===== src/rtl/i2c_addr_xor.sv =====
module i2c_addr_xor #(
  parameter int ADV_DLY   = 8,
  parameter int RPR_DLY   = 32,
  parameter int TMO_TICKS = 30
) (
  input  logic       clk,
  input  logic       rst_n,
  input  logic       scl_in,
  input  logic       sda_in,
  input  logic [6:0] xor_cfg,
  input  logic       pass_req,
  input  logic       tick,
  output logic       sda_out,
  output logic       path_on
);
  localparam int DW = $clog2(ADV_DLY + 1);
  localparam int RW = $clog2(RPR_DLY + 1);
  localparam int TW = $clog2(TMO_TICKS + 1);

  typedef enum logic [1:0] {ST_IDLE, ST_ADDR, ST_HOLD, ST_FIX} st_t;

  st_t         st;
  logic [1:0]  scl_sy, sda_sy;
  logic        scl_q, sda_q;
  logic [3:0]  bit_n;
  logic        pend;
  logic [DW-1:0] dcnt;
  logic [RW-1:0] rcnt;
  logic [TW-1:0] tcnt;

  wire scl_s = scl_sy[1];
  wire sda_s = sda_sy[1];
  wire start_det = scl_s & scl_q & sda_q & ~sda_s;
  wire stop_det  = scl_s & scl_q & ~sda_q & sda_s;
  wire scl_fall  = scl_q & ~scl_s;
  wire scl_edge  = scl_q ^ scl_s;
  wire tmo_hit   = tick && (tcnt == TW'(TMO_TICKS - 1));

  wire [7:0] pat = {xor_cfg, 1'b0};
  wire [2:0] sel = 3'(4'd8 - bit_n);
  wire active = (st == ST_ADDR) && (bit_n != 4'd0) && pat[sel];

  assign path_on = pass_req | (st != ST_FIX);
  assign sda_out = pass_req ? sda_s : (st == ST_FIX) ? 1'b0 : (sda_s ^ active);

  always_ff @(posedge clk or negedge rst_n) begin
    if (!rst_n) begin
      scl_sy <= 2'b11;
      sda_sy <= 2'b11;
      scl_q  <= 1'b1;
      sda_q  <= 1'b1;
    end else begin
      scl_sy <= {scl_sy[0], scl_in};
      sda_sy <= {sda_sy[0], sda_in};
      scl_q  <= scl_s;
      sda_q  <= sda_s;
    end
  end

  always_ff @(posedge clk or negedge rst_n) begin
    if (!rst_n) begin
      st    <= ST_IDLE;
      bit_n <= '0;
      pend  <= 1'b0;
      dcnt  <= '0;
      rcnt  <= '0;
      tcnt  <= '0;
    end else if (pass_req) begin
      st    <= ST_IDLE;
      bit_n <= '0;
      pend  <= 1'b0;
    end else begin
      case (st)
        ST_IDLE: begin
          if (start_det) begin
            st    <= ST_ADDR;
            bit_n <= '0;
            pend  <= 1'b0;
            tcnt  <= '0;
          end
        end
        ST_ADDR: begin
          if (scl_edge)  tcnt <= '0;
          else if (tick) tcnt <= tcnt + 1'b1;
          if (stop_det) begin
            st   <= active ? ST_FIX : ST_IDLE;
            rcnt <= '0;
            pend <= 1'b0;
          end else if (start_det) begin
            if (bit_n != 4'd0) st <= ST_HOLD;
            bit_n <= '0;
            pend  <= 1'b0;
          end else if (tmo_hit) begin
            st   <= ST_IDLE;
            pend <= 1'b0;
          end else if (scl_fall) begin
            pend <= 1'b1;
            dcnt <= '0;
          end else if (pend) begin
            if (dcnt == DW'(ADV_DLY - 1)) begin
              pend <= 1'b0;
              if (bit_n == 4'd8) st <= ST_IDLE;
              else               bit_n <= bit_n + 1'b1;
            end else begin
              dcnt <= dcnt + 1'b1;
            end
          end
        end
        ST_HOLD: begin
          if (stop_det) st <= ST_IDLE;
        end
        ST_FIX: begin
          if (rcnt == RW'(RPR_DLY - 1)) st <= ST_IDLE;
          else                          rcnt <= rcnt + 1'b1;
        end
        default: st <= ST_IDLE;
      endcase
    end
  end
endmodule



===== config.mk =====
export PLATFORM = sky130hd
export DESIGN_NAME = i2c_addr_xor
export DESIGN_NICKNAME = d
export VERILOG_FILES = /design/src/rtl/i2c_addr_xor.sv
export SDC_FILE = /design/constraint.sdc
export NUM_CORES = 1
export LEC_CHECK = 0
export BUFFER_PORTS_ARGS = -buffer_cell sky130_fd_sc_hd__buf_2
export CAP_MARGIN = 0
export CORE_UTILIZATION = 55
export CTS_CLUSTER_DIAMETER = 60
export DETAILED_ROUTE_END_ITERATION = 10
export GPL_TIMING_DRIVEN = 0
export PLACE_DENSITY = 0.82
export SLEW_MARGIN = 20
export SYNTH_ARGS = -nofsm -noshare
export SYNTH_HDL_FRONTEND = slang
export SYNTH_SLANG_ARGS = --single-unit

===== constraint.sdc =====
create_clock -name clk -period 3.95 [get_ports clk]
set_clock_uncertainty 0.05 [all_clocks]
set_input_delay 0.79 -clock clk [delete_from_list [all_inputs] [get_ports clk]]
set_output_delay 0.79 -clock clk [all_outputs]
set_load 0.01 [all_outputs]

After elaboration in Yosys (flattened, before gate mapping)
Index checks and enable logic that the tools add are counted.
{"block": "classes", "add_sub_neg": 5, "order_cmp": 1, "eq_ne": 27, "n_mux": 47, "n_bitwise": 16, "reduce_logical": 15}
{"op": "$mux W4", "n": 12}
{"op": "$mux W2", "n": 13}
{"op": "$ne A4 B4 Y1 const B", "n": 4}
{"op": "$reduce_and A8 Y1", "n": 2}
{"op": "$mux W5", "n": 3}
{"op": "$mux W6", "n": 2}
{"op": "$ne A3 B3 Y1 const B", "n": 4}
{"op": "$ne A6 B5 Y1 const B", "n": 2}
{"op": "$ne A6 B6 Y1 const B", "n": 2}
{"op": "$pmux W6 S2", "n": 1}
{"op": "$mux W1", "n": 11}
{"op": "$ne A2 B2 Y1 const B", "n": 5}
{"op": "$pmux W5 S2", "n": 1}
{"op": "$add A4 B1 Y4 const B", "n": 2}
{"op": "$pmux W2 S4", "n": 1}
{"op": "$pmux W4 S2", "n": 1}
{"op": "$reduce_and A4 Y1", "n": 2}
{"op": "$not A1 Y1", "n": 7}
{"op": "$reduce_and A7 Y1", "n": 1}
{"op": "$add A6 B1 Y6 const B", "n": 1}
{"op": "$and A1 B1 Y1", "n": 6}
{"op": "$eq A6 B5 Y1 const B", "n": 1}
{"op": "$reduce_bool A2 Y1", "n": 3}
{"op": "$add A5 B1 Y5 const B", "n": 1}
{"op": "19 further kinds", "n": 23}
{"block": "totals", "reg_bits": 28, "out_inout_bits": 2, "word_cells": 121}

Depth between registers and ports, before layout
{"block": "depth", "depth_word": 10, "mapped_depth": 8, "mapped_depth_nobuf": 7}

Worst setup path after synthesis
No wires, ideal clock.
{"block": "synth_path", "path_kind": "reg-to-output", "startpoint": "register bit_n[0]", "endpoint": "output port sda_out", "t_arrival_ns": 1.849, "t_required_ns": 3.110, "path_slack_ns": 1.261, "path_stages_with_launch": 9, "path_buffers": 1, "path_cell_list": "dfrtp_1 > buf_2 > inv_1 > ha_1 > inv_1 > mux2_2 > o211ai_1 > nand3_1 > mux2i_1"}
{"block": "synth_between", "elab_chain_len": 7, "word_cells_on_any_way": 9}
{"element": "start, declared", "line": "25", "rtl": "logic [3:0] bit_n;"}
{"element": "start signal, assigned", "line": "103", "rtl": "else bit_n <= bit_n + 1'b1;"}
{"element": "$sub A1 B3 Y3", "line": "40", "rtl": "wire [2:0] sel = 3'(4'd8 - bit_n);"}
{"element": "$bmux W1 S3", "line": "41", "rtl": "wire active = (st == ST_ADDR) && (bit_n != 4'd0) && pat[sel];"}
{"element": "$mux W1 (not written as such)", "line": "41"}
{"element": "$logic_and A1 B1 Y1 (*)", "line": "41"}
{"element": "$xor A1 B1 Y1 (*)", "line": "44", "rtl": "assign sda_out = pass_req ? sda_s : (st == ST_FIX) ? 1'b0 : (sda_s ^ active);"}
{"element": "$mux W1 (*) (2 in series)", "line": "44"}
{"element": "end, declared", "line": "13", "rtl": "output logic sda_out,"}
Mark *: on every way between the ends. The rest lies on a longest branch, timed or not. The select of a mux whose other input is x is not followed.

Worst setup path after layout
Same ends and word-level chain as after synthesis.

==> flow_summary.rst <==
.. list-table::
   :header-rows: 1

   * - Metric
     - Value
   * - Result of the run
     - finished with violations
   * - Violated checks
     - design-rule violations
   * - WL per Instance
     - between 10 and 15 um
   * - Area growth syn-to-layout
     - 9.43%
   * - Post-route DRC
     - 2
   * - TritonCTS clock tree
     - built
   * - Number of register bits inferred by synthesis
     - 28
   * - Type of origin of the critical path
     - register
   * - Clock latency on the worst-skew pair
     - ~0.34 ns
   * - Total clock buffers created by CTS
     - 3
   * - Total number of vias
     - 1438
   * - Wirelength, routed
     - ~3500 um
   * - Deepest level of the CTS H-tree
     - 1
   * - Leakage dissipation
     - between 0.0007 and 0.0008 uW
   * - Yosys warns
     - 0
   * - Critical path type
     - reg -> out
   * - Number of gates resized after CTS
     - 0
   * - Antenna Diode Count
     - 0
   * - Area of the die
     - 3340 um^2
   * - Final period utilization
     - approximately 84%
   * - Share of post-route cells with drive strength above 1
     - 17.7%
   * - RSZ-0062 raised after global routing
     - false
   * - Ratio of total power to cell area
     - around 350 nW/um^2
   * - Start point of the critical path
     - bit_n[0]
   * - Sw Ratio
     - between 20 and 30%
   * - Final Hold Viols
     - 0
   * - Post-CTS Setup Repair Bufs
     - 0
   * - Count of flip-flops with a built-in enable after synthesis
     - 0
   * - Inst Count DP
     - 230
   * - Non-Filler Instances
     - approximately 230
   * - Maximum clock path buffer count
     - 2
   * - Sum Neg Setup Slack
     - 0 ns
   * - Kind of end point of the critical path
     - output port
   * - Vias per cell
     - about 6.1
   * - Half-perimeter wire length of the detailed placement result
     - between 2000 and 3000 um
   * - Final estimated routing congestion in global placement
     - 0.825
   * - FMAX
     - between 0.2 and 0.3 GHz
   * - Arrival time worst endpoint
     - about 2.5 ns
   * - Commonest cells after routing, fill and taps aside
     - sky130_fd_sc_hd__dfrtp_1, sky130_fd_sc_hd__nand2_1, sky130_fd_sc_hd__buf_2
   * - Reported net switching power
     - roughly 190 uW
   * - Count of hold-fix buffers inserted at cts
     - 0
   * - R2R Path Start
     - scl_sy[1]
   * - Root buffer selected by CTS
     - sky130_fd_sc_hd__clkbuf_4
   * - Vert. Die Dim
     - 57.8 um
   * - Flip-flop cell with the highest count after synthesis
     - sky130_fd_sc_hd__dfrtp_1
   * - Avg Cell Area, Syn
     - ~9 um^2
   * - Slew margin rel.
     - 55.7%
   * - Start point of the worst min-delay path
     - sda_sy[0]
   * - Fillers
     - 234
   * - Netlist Area Pre-Place
     - 1710 um^2
   * - Pin slew with the least headroom to its limit
     - 0.665 ns
   * - Clock transition time at the flip-flop clock pins of the worst setup and hold paths
     - 0.15 ns
   * - Clock period minus worst slack
     - approximately 3.3 ns
   * - Critical path required time
     - just over 3 ns
   * - Number of core rows
     - 19
   * - First-pass GRT wire length
     - between 5000 and 6000 um
   * - Max IR drop VDD
     - 214 uV
   * - Top fanout value on the critical path
     - 6
   * - Standard cell core area
     - approximately 2900 um^2
   * - Max-cap check violation count
     - 0
   * - Worst min path class
     - reg -> reg
   * - Synth Instances
     - around 190
   * - Post-synthesis async set-or-reset flop share
     - 100%
   * - Chip width
     - about 58 um
   * - Net count reported at finish
     - between 200 and 250
   * - 1st-pass router iterations
     - 7
   * - Starting utilization of the core area
     - around 60%
   * - Maximum number of pins on one net before global-route repair
     - 29
   * - I/O Buffers
     - 14
   * - Number of routed nets with antenna violations
     - 0
   * - Via count of the first global-routing pass
     - 1339
   * - Aggregate global routing overflow
     - 0
   * - Register-to-register setup slack
     - around 1.6 ns
   * - Total count of max-transition violations in the final report
     - 0
   * - Final setup vio count
     - 0
   * - Total track usage
     - 22.5%
   * - Initial antenna violation count
     - 0
   * - CTS Sinks
     - 28
   * - Distinct cell type count after synthesis
     - 47
   * - Part of the total power dissipated in the clock network
     - roughly 29%
   * - Register area share after synthesis
     - roughly two fifths
   * - DRC violation total after the first TritonRoute iteration
     - 66
   * - Portion of total power attributed to sequential cells
     - roughly half
   * - Most common cell after layout, fill and taps aside
     - sky130_fd_sc_hd__dfrtp_1
   * - Share of total power in combinational logic
     - 20.1%
   * - Syn_nets
     - 206
   * - Internal portion of total power
     - between 400 and 500 uW
   * - I/O pins
     - 15
==> cell families (layout without fill, tap and decap cells) <==
logic type / count (synthesis) / count (layout) / share of synthesized area [%]
simple gates: 74 / 74 / 22.6
mux: 10 / 10 / 6.87
compound gates: 44 / 44 / 17.2
xor+xnor: 5 / 5 / 2.56
buf+inv: 16 / 34 / 3.58
flops: 28 / 28 / 41.4
fa+ha+maj: 8 / 8 / 5.85
==> sequential cells by signal, summed over array words and instances (netlist names) <==
register	flops
sda_q	1
scl_q	1
sda_sy	2
scl_sy	2
dcnt	4
bit_n	4
st	2
rcnt	6
pend	1
tcnt	5
==> per-stage QoR <==
stage          util, %  total power (uW)  hold WS (ns)  worst slack [ns]  area, um^2
6_report          65.7               663         0.322             0.613        1870
2_1_floorplan        -               438         0.295              1.26        1710
3_5_place_dp      63.8               478         0.299             0.996        1820
3_3_place_gp      63.8               467         0.297              1.05        1820
5_1_grt           65.7               703         0.327             0.457        1870
4_1_cts           65.7               664         0.324             0.601        1870
==> cell type report <==
type / instances / area [um^2] / share of cell area (%)
buffer: 4 / 16.3 / 0.868
clock buffer: 3 / 22.5 / 1.20
clock inverter: 1 / 30.0 / 1.60
inverter: 12 / 45.0 / 2.40
multi-input combinational: 141 / 942 / 50.3
sequential: 28 / 708 / 37.8
tap: 31 / 38.8 / 2.07
timing repair buffer: 14 / 70.1 / 3.74
==> worst max-delay path: stages, from the launching register on <==
cell	delay [ns]
sky130_fd_sc_hd__dfrtp_1	0.38
sky130_fd_sc_hd__buf_2	0.19
sky130_fd_sc_hd__inv_1	0.06
sky130_fd_sc_hd__ha_1	0.31
sky130_fd_sc_hd__inv_1	0.09
sky130_fd_sc_hd__mux2_2	0.35
sky130_fd_sc_hd__o211ai_1	0.32
sky130_fd_sc_hd__nand3_1	0.16
sky130_fd_sc_hd__mux2i_1	0.16
sky130_fd_sc_hd__buf_2	0.14
==> power by group through the flow <==
stage / combinational [uW] / clock (uW) / sequential (uW)
global placement: 125 / 0 / 343
detailed placement: 133 / 0 / 345
CTS: 134 / 191 / 340
floorplan: 99.1 / 0 / 339
finish: 134 / 190 / 340
global route: 153 / 205 / 345
==> cells in the mapped netlist, drive strengths merged (4+ instances only) <==
cell type	number	area [um^2]
a21oi	9	48.8
dfrtp	22	551
dfstp	6	158
ha	8	100
inv	12	45.0
mux2	4	45.0
mux2i	5	50.1
nand2	21	78.8
nand3	9	45.0
nand3b	4	30.0
nor2	14	52.6
nor2b	4	25.0
nor3	5	25.0
o21ai	13	68.8
xnor2	4	35.0
==> path summary, 6_finish.rpt <==
kind                                   to  cells past startpoint
worst max register to register    rcnt[4]                      6
worst min-delay path            sda_sy[1]                      0
worst min register to register  sda_sy[1]                      0
worst max-delay path              sda_out                      9
min in group asynchronous         rcnt[0]                      1
max in group asynchronous           st[1]                      1
==> routing by layer <==
| metal | share of wire (%) | global-route usage (%) | up-vias | routed length [um] |
|---|---|---|---|---|
| met5 | 0 | 0 | - | 0 |
| met4 | 1.2 | 6.46 | 0 | 40 |
| met3 | 3.3 | 4.02 | 5 | 114 |
| met2 | 50 | 39.7 | 30 | 1740 |
| met1 | 45 | 28.5 | 697 | 1550 |
| li1 | - | - | 706 | - |
(Power assumes the default switching activity.)
